File: config.mk
export PLATFORM = sky130hd
export DESIGN_NAME = exc_entry_ctrl
export DESIGN_NICKNAME = d
export VERILOG_FILES = /design/src/rtl/exc_entry_pkg.sv /design/src/rtl/exc_class_dec.sv /design/src/rtl/exc_epc_sel.sv /design/src/rtl/exc_sr_build.sv /design/src/rtl/exc_vec_gen.sv /design/src/rtl/exc_entry_ctrl.sv
export SDC_FILE = /design/constraint.sdc
export NUM_CORES = 1
export LEC_CHECK = 0
export BUFFER_PORTS_ARGS = -buffer_cell sky130_fd_sc_hd__buf_2
export CAP_MARGIN = 30
export CORE_ASPECT_RATIO = 0.7
export CORE_MARGIN = 2
export CORE_UTILIZATION = 41
export CTS_CLUSTER_DIAMETER = 150
export DETAILED_ROUTE_END_ITERATION = 8
export PLACE_DENSITY = 0.83
export SETUP_SLACK_MARGIN = 0.05
export SKIP_LAST_GASP = 1
export SLEW_MARGIN = 20
export SYNTH_ARGS = -nofsm -noshare
export SYNTH_HDL_FRONTEND = slang
export SYNTH_SLANG_ARGS = --single-unit
export TNS_END_PERCENT = 100
File: constraint.sdc
create_clock -name clk -period 1.6 [get_ports clk]
set_input_delay 0.08 -clock clk [delete_from_list [all_inputs] [get_ports clk]]
set_output_delay 0.08 -clock clk [all_outputs]
set_load 0.05 [all_outputs]
File: src/rtl/exc_entry_pkg.sv
package exc_entry_pkg;
  typedef enum logic {
    CLS_REEXEC = 1'b0,
    CLS_RESUME = 1'b1
  } exc_class_e;
endpackage

File: src/rtl/exc_class_dec.sv
module exc_class_dec
  import exc_entry_pkg::*;
#(
  parameter int IDX_W    = 5,
  parameter int N_RESUME = 4,
  parameter logic [N_RESUME*IDX_W-1:0] RESUME_SET = {5'd13, 5'd12, 5'd8, 5'd5}
) (
  input  logic [IDX_W-1:0] idx,
  output exc_class_e       cls
);
  logic [N_RESUME-1:0] hit;

  for (genvar g = 0; g < N_RESUME; g++) begin : g_match
    assign hit[g] = (idx == RESUME_SET[g*IDX_W +: IDX_W]);
  end

  assign cls = (|hit) ? CLS_RESUME : CLS_REEXEC;
endmodule

File: src/rtl/exc_epc_sel.sv
module exc_epc_sel
  import exc_entry_pkg::*;
#(
  parameter int PC_W       = 32,
  parameter int INSN_BYTES = 4
) (
  input  exc_class_e      cls,
  input  logic            dslot,
  input  logic [PC_W-1:0] pc,
  input  logic [PC_W-1:0] npc,
  input  logic [PC_W-1:0] jmp_pc,
  output logic [PC_W-1:0] epc
);
  localparam logic [PC_W-1:0] STEP = PC_W'(INSN_BYTES);

  always_comb begin
    unique case ({dslot, cls})
      {1'b1, CLS_RESUME}: epc = jmp_pc;
      {1'b1, CLS_REEXEC}: epc = pc - STEP;
      {1'b0, CLS_RESUME}: epc = npc;
      default:            epc = pc;
    endcase
  end
endmodule

File: src/rtl/exc_sr_build.sv
module exc_sr_build #(
  parameter int SR_W    = 32,
  parameter int SM_BIT  = 0,
  parameter int TEE_BIT = 1,
  parameter int IEE_BIT = 2,
  parameter int DME_BIT = 5,
  parameter int IME_BIT = 6,
  parameter int DSX_BIT = 13
) (
  input  logic [SR_W-1:0] sr_in,
  input  logic            dslot,
  output logic [SR_W-1:0] sr_out
);
  localparam logic [SR_W-1:0] CLR_MASK = (SR_W'(1) << TEE_BIT) | (SR_W'(1) << IEE_BIT)
                                        | (SR_W'(1) << DME_BIT) | (SR_W'(1) << IME_BIT);
  localparam logic [SR_W-1:0] SET_MASK = SR_W'(1) << SM_BIT;
  localparam logic [SR_W-1:0] DSX_MASK = SR_W'(1) << DSX_BIT;

  assign sr_out = (sr_in & ~CLR_MASK) | SET_MASK | (dslot ? DSX_MASK : '0);
endmodule

File: src/rtl/exc_vec_gen.sv
module exc_vec_gen #(
  parameter int PC_W      = 32,
  parameter int IDX_W     = 5,
  parameter int NUM_EXC   = 15,
  parameter int VEC_SHIFT = 8
) (
  input  logic [IDX_W-1:0] idx,
  output logic [PC_W-1:0]  vec,
  output logic             take,
  output logic             bad
);
  localparam int PAD = PC_W - IDX_W - VEC_SHIFT;

  always_comb begin
    take = (idx != '0) && (int'(idx) < NUM_EXC);
    bad  = !take;
    vec  = take ? {{PAD{1'b0}}, idx, {VEC_SHIFT{1'b0}}} : '0;
  end
endmodule

File: src/rtl/exc_entry_ctrl.sv
module exc_entry_ctrl
  import exc_entry_pkg::*;
#(
  parameter int PC_W       = 32,
  parameter int SR_W       = 32,
  parameter int IDX_W      = 5,
  parameter int NUM_EXC    = 15,
  parameter int VEC_SHIFT  = 8,
  parameter int INSN_BYTES = 4,
  parameter int N_RESUME   = 4,
  parameter logic [N_RESUME*IDX_W-1:0] RESUME_SET = {5'd13, 5'd12, 5'd8, 5'd5},
  parameter int SM_BIT     = 0,
  parameter int TEE_BIT    = 1,
  parameter int IEE_BIT    = 2,
  parameter int DME_BIT    = 5,
  parameter int IME_BIT    = 6,
  parameter int DSX_BIT    = 13
) (
  input  logic             clk,
  input  logic             rst_n,
  input  logic             req_valid,
  output logic             req_ready,
  input  logic [IDX_W-1:0] req_idx,
  input  logic [PC_W-1:0]  req_pc,
  input  logic [PC_W-1:0]  req_npc,
  input  logic [PC_W-1:0]  req_jmp_pc,
  input  logic             req_dslot,
  input  logic [SR_W-1:0]  req_sr,
  output logic             done,
  output logic [PC_W-1:0]  epc_o,
  output logic [SR_W-1:0]  esr_o,
  output logic [SR_W-1:0]  sr_o,
  output logic [PC_W-1:0]  vec_pc_o,
  output logic             vec_take,
  output logic             abort,
  output logic             tlb_flush,
  output logic             xlate_off,
  output logic             dslot_clr,
  output logic [IDX_W-1:0] pend_idx
);
  exc_class_e       cls;
  logic [PC_W-1:0]  epc_nx;
  logic [SR_W-1:0]  sr_nx;
  logic [PC_W-1:0]  vec_nx;
  logic             take_nx;
  logic             bad_nx;
  logic             accept;

  assign req_ready = !done;
  assign accept    = req_valid && req_ready;

  exc_class_dec #(.IDX_W(IDX_W), .N_RESUME(N_RESUME), .RESUME_SET(RESUME_SET)) u_cls (
    .idx(req_idx), .cls(cls)
  );

  exc_epc_sel #(.PC_W(PC_W), .INSN_BYTES(INSN_BYTES)) u_epc (
    .cls(cls), .dslot(req_dslot), .pc(req_pc), .npc(req_npc),
    .jmp_pc(req_jmp_pc), .epc(epc_nx)
  );

  exc_sr_build #(
    .SR_W(SR_W), .SM_BIT(SM_BIT), .TEE_BIT(TEE_BIT), .IEE_BIT(IEE_BIT),
    .DME_BIT(DME_BIT), .IME_BIT(IME_BIT), .DSX_BIT(DSX_BIT)
  ) u_sr (
    .sr_in(req_sr), .dslot(req_dslot), .sr_out(sr_nx)
  );

  exc_vec_gen #(.PC_W(PC_W), .IDX_W(IDX_W), .NUM_EXC(NUM_EXC), .VEC_SHIFT(VEC_SHIFT)) u_vec (
    .idx(req_idx), .vec(vec_nx), .take(take_nx), .bad(bad_nx)
  );

  // Pulses: high only in the cycle after an accepted request.
  always_ff @(posedge clk or negedge rst_n) begin
    if (!rst_n) begin
      done      <= 1'b0;
      tlb_flush <= 1'b0;
      xlate_off <= 1'b0;
      dslot_clr <= 1'b0;
      vec_take  <= 1'b0;
      abort     <= 1'b0;
    end else begin
      done      <= accept;
      tlb_flush <= accept;
      xlate_off <= accept;
      dslot_clr <= accept && req_dslot;
      vec_take  <= accept && take_nx;
      abort     <= accept && bad_nx;
    end
  end

  // Data results hold until the next accepted request.
  always_ff @(posedge clk or negedge rst_n) begin
    if (!rst_n) begin
      epc_o    <= '0;
      esr_o    <= '0;
      sr_o     <= '0;
      vec_pc_o <= '0;
    end else if (accept) begin
      epc_o    <= epc_nx;
      esr_o    <= req_sr;
      sr_o     <= sr_nx;
      vec_pc_o <= vec_nx;
    end
  end

  // Pending index: all ones means no exception pending.
  always_ff @(posedge clk or negedge rst_n) begin
    if (!rst_n)      pend_idx <= '1;
    else if (accept) pend_idx <= req_idx;
    else if (done)   pend_idx <= '1;
  end
endmodule

==> flow_metrics.tcl <==
set metrics [dict create \
    outcome "complete, no violations" \
    critPathMaxFanout 4 \
    rrSetupSlack_ns 0.13 \
    critPathTopFamily "simple AND/OR/NAND/NOR gates" \
    r2r.worst_path.cells 6 \
    dr.pass1.iters 5 \
    min-delay-start "req_idx[2]" \
    async_reset_ff_frac 1.00 \
    setup.worst_path.end_class "flop" \
    yosys.area.top_type_share 0.377 \
    drive_above_1_share 0.439 \
    ioPinCount 277 \
    antenna_cells 0 \
    drt_iter0_drc 376 \
    place_congestion 0.891 \
    syn_to_final_growth_pct 48.4 \
    synthCells 574 \
    synth_warnings 0 \
    slew_violations 0 \
    crit_path_start_kind "input pin" \
    wl_per_cell_um 17.0 \
    crit_path_max_incr_delay_ns 0.55 \
    mostFrequentLayoutCell "buf_2" \
    irDropWorstVdd_mv 0.853 \
    worstPathRequired_ns 1.81 \
    grt_pass1_vias 5012 \
    crit_buf_inv 1 \
    r2r-end "epc_o[22]" \
    insertion_delay_ns 0.33 \
    seqPwrFrac 0.318 \
    dpl.hpwl_um 13000 \
    grt_overflow 0 \
    netlist_top_cells_area "dfrtp_1 38%, nand2_1 10%, buf_4 9.0%" \
    cts_made_buffers 9 \
    drt_wl_total_um 17700 \
    yosys_register_bits 80 \
    power_switching_mw 3.23 \
    grt_first_pass_wirelength_um 26500 \
    drtAntennaViolNets 0 \
    comb_power_share 0.389 \
    layout_common_cells "244 x buf_2, 133 x nand2_1, 74 x dfrtp_1, 74 x buf_4, 37 x nor2_1" \
    vias_per_cell 5.13 \
    drcViolationCount 0 \
    grt_usage 0.266 \
    start_util 0.423 \
    period_minus_slack_ns 1.57 \
    rows 33 \
    p_int_mw 4.54 \
    worst_pin_slew_ns 0.506 \
    ys_types 66 \
    ys_seq_area_frac 0.403 \
    clockBufferDepth 2 \
    cp_data_arrival_time_ns 1.77 \
    r2r_start "xlate_off" \
    hold_violations 0 \
    cpMostUsedCell "or4_4" \
    p_sw_frac 0.416 \
    drv_cap 0 \
    synth_flop_cell "dfrtp_1" \
    fp.dieW_um 136 \
    tns_ns 0 \
    cts_tree "yes" \
    clock_sinks 80 \
    crit_chain "buf_2 -> or4_4 -> or3_4 -> or4_4 -> mux2i_1 -> o211ai_1" \
    maxSlewHeadroom 0.663 \
    cts-root-buf "clkbuf_16" \
    synth_area_mm2 0.00498 \
    clkPwrFrac 0.293 \
    nets 1017 \
    path_class "input pin to flop" \
    grt_max_degree 39 \
    max_freq_mhz 638 \
    dp_cells 991 \
    vias 5345 \
    fin_cells 1041 \
    antenna_found_initial 3 \
    synth_area_per_cell_um2 8.68 \
    power_leakage_nw 3.77 \
    hp-class "input pin to flop" \
    io_buffers 245 \
    dieArea_mm2 0.0131 \
    fin_crit_sh 0.979 \
    p_per_area_mw_per_mm2 1050 \
    synth_edf_count 0 \
    fin_skew_ns 0.00709 \
    synth_area_leader_cell "dfrtp_1" \
    core_area_mm2 0.0118 \
    setup_viol 0 \
    hold_depth 2 \
    min_to "vec_pc_o[10]" \
    ctsHtreeMaxLevel 3 \
    chipHeight_um 96.2 \
    rsz0062_at_grt "true" \
    clk_pin_slew_ns 0.06 \
    critPathSlowestCell "or4_4" \
]
-- synthesized netlist by cell type, drive strengths merged (6+ instances only) --
cell / instances
a21oi: 14
a31oi: 14
buf: 73
clkbuf: 22
dfrtp: 75
mux2i: 23
mux4: 6
nand2: 134
nand3: 14
nor2: 38
nor3: 15
nor4: 9
o211ai: 8
o21ai: 25
o31ai: 6
or3: 11
or4: 7
-- worst max-delay path by stage --
stage,depth (start not counted),end,from
after floorplan,5,epc_o[31],req_pc[25]
after global placement,6,epc_o[29],req_pc[25]
after detailed placement,6,epc_o[31],req_pc[25]
after CTS,6,epc_o[19],xlate_off
after global routing,6,epc_o[31],req_pc[25]
final,6,epc_o[31],req_pc[25]
-- stage by stage --
step / hold slack, ns / total power [mW] / utilization / setup slack [ns] / instance area, um^2
floorplan: -0.216 / 4.66 / - / -0.134 / 5190
CTS: 0.00805 / 7.77 / 0.622 / 0.0427 / 7320
global placement: 0.0879 / 5.38 / 0.565 / -0.297 / 6650
detailed placement: 0.0848 / 5.42 / 0.565 / -0.362 / 6650
global route: 0.0260 / 8.14 / 0.628 / 0.00244 / 7400
finish: 0.0240 / 7.77 / 0.628 / 0.0335 / 7400
-- registers in the layout, summed over array words and instances, names as in the netlist --
signal     flops
abort          1
dslot_clr      1
epc_o         32
esr_o         32
pend_idx       5
sr_o           2
vec_pc_o       5
vec_take       1
xlate_off      1
-- area by class of cell --
cell class | instances | area (um^2)
multi-input combinational | 423 | 2580
timing repair buffer | 359 | 2230
clock inverter | 5 | 88.8
clock buffer | 11 | 243
fill | 940 | 4370
tap | 157 | 196
sequential | 80 | 2010
inverter | 6 | 40.0
-- power by group through the flow --
stage / registers [mW] / clock network (mW) / logic [mW]
floorplan: 3.41 / 0 / 1.25
global placement: 2.48 / 0 / 2.89
detailed placement: 2.49 / 0 / 2.92
CTS: 2.46 / 2.32 / 2.99
global route: 2.50 / 2.44 / 3.20
finish: 2.47 / 2.27 / 3.02
-- layer usage --
metal,part of all wire,global-route usage,vias up
li1,-,-,2530
met1,0.42,0.341,2514
met2,0.47,0.439,266
met3,0.099,0.0858,31
met4,0.016,0.0642,4
met5,0.0014,0,-
-- what timing repair did --
| item | in CTS | in global routing |
|---|---|---|
| gates resized for setup | 3 | 18 |
| endpoints found under the setup margin | 32 | 41 |
| hold buffers | 33 | 0 |
| pin swaps | 4 | 2 |
| hold endpoints to repair | 63 | 0 |
| buffers inserted | 1 | 0 |
-- worst reg2reg max path: cells and delay by family, from the launching register on --
kind | cells | cell delay (ns)
AND/OR/NAND/NOR | 1 | 0.06
AO/OA/AOI/OAI | 3 | 0.50
flip-flops | 1 | 0.54
buffers and inverters | 2 | 0.27
-- kinds of logic after synthesis --
| logic type | after synthesis | share of synthesized area |
|---|---|---|
| AND/OR/NAND/NOR | 251 | 0.238 |
| buffers and inverters | 101 | 0.125 |
| AO/OA/AOI/OAI | 99 | 0.134 |
| flip-flops | 80 | 0.403 |
| multiplexers | 34 | 0.0854 |
| XOR/XNOR | 7 | 0.0123 |
| adder cells (fa/ha/maj) | 1 | 0.00251 |
| other | 1 | 0.000752 |
(Power assumes the default switching activity.)
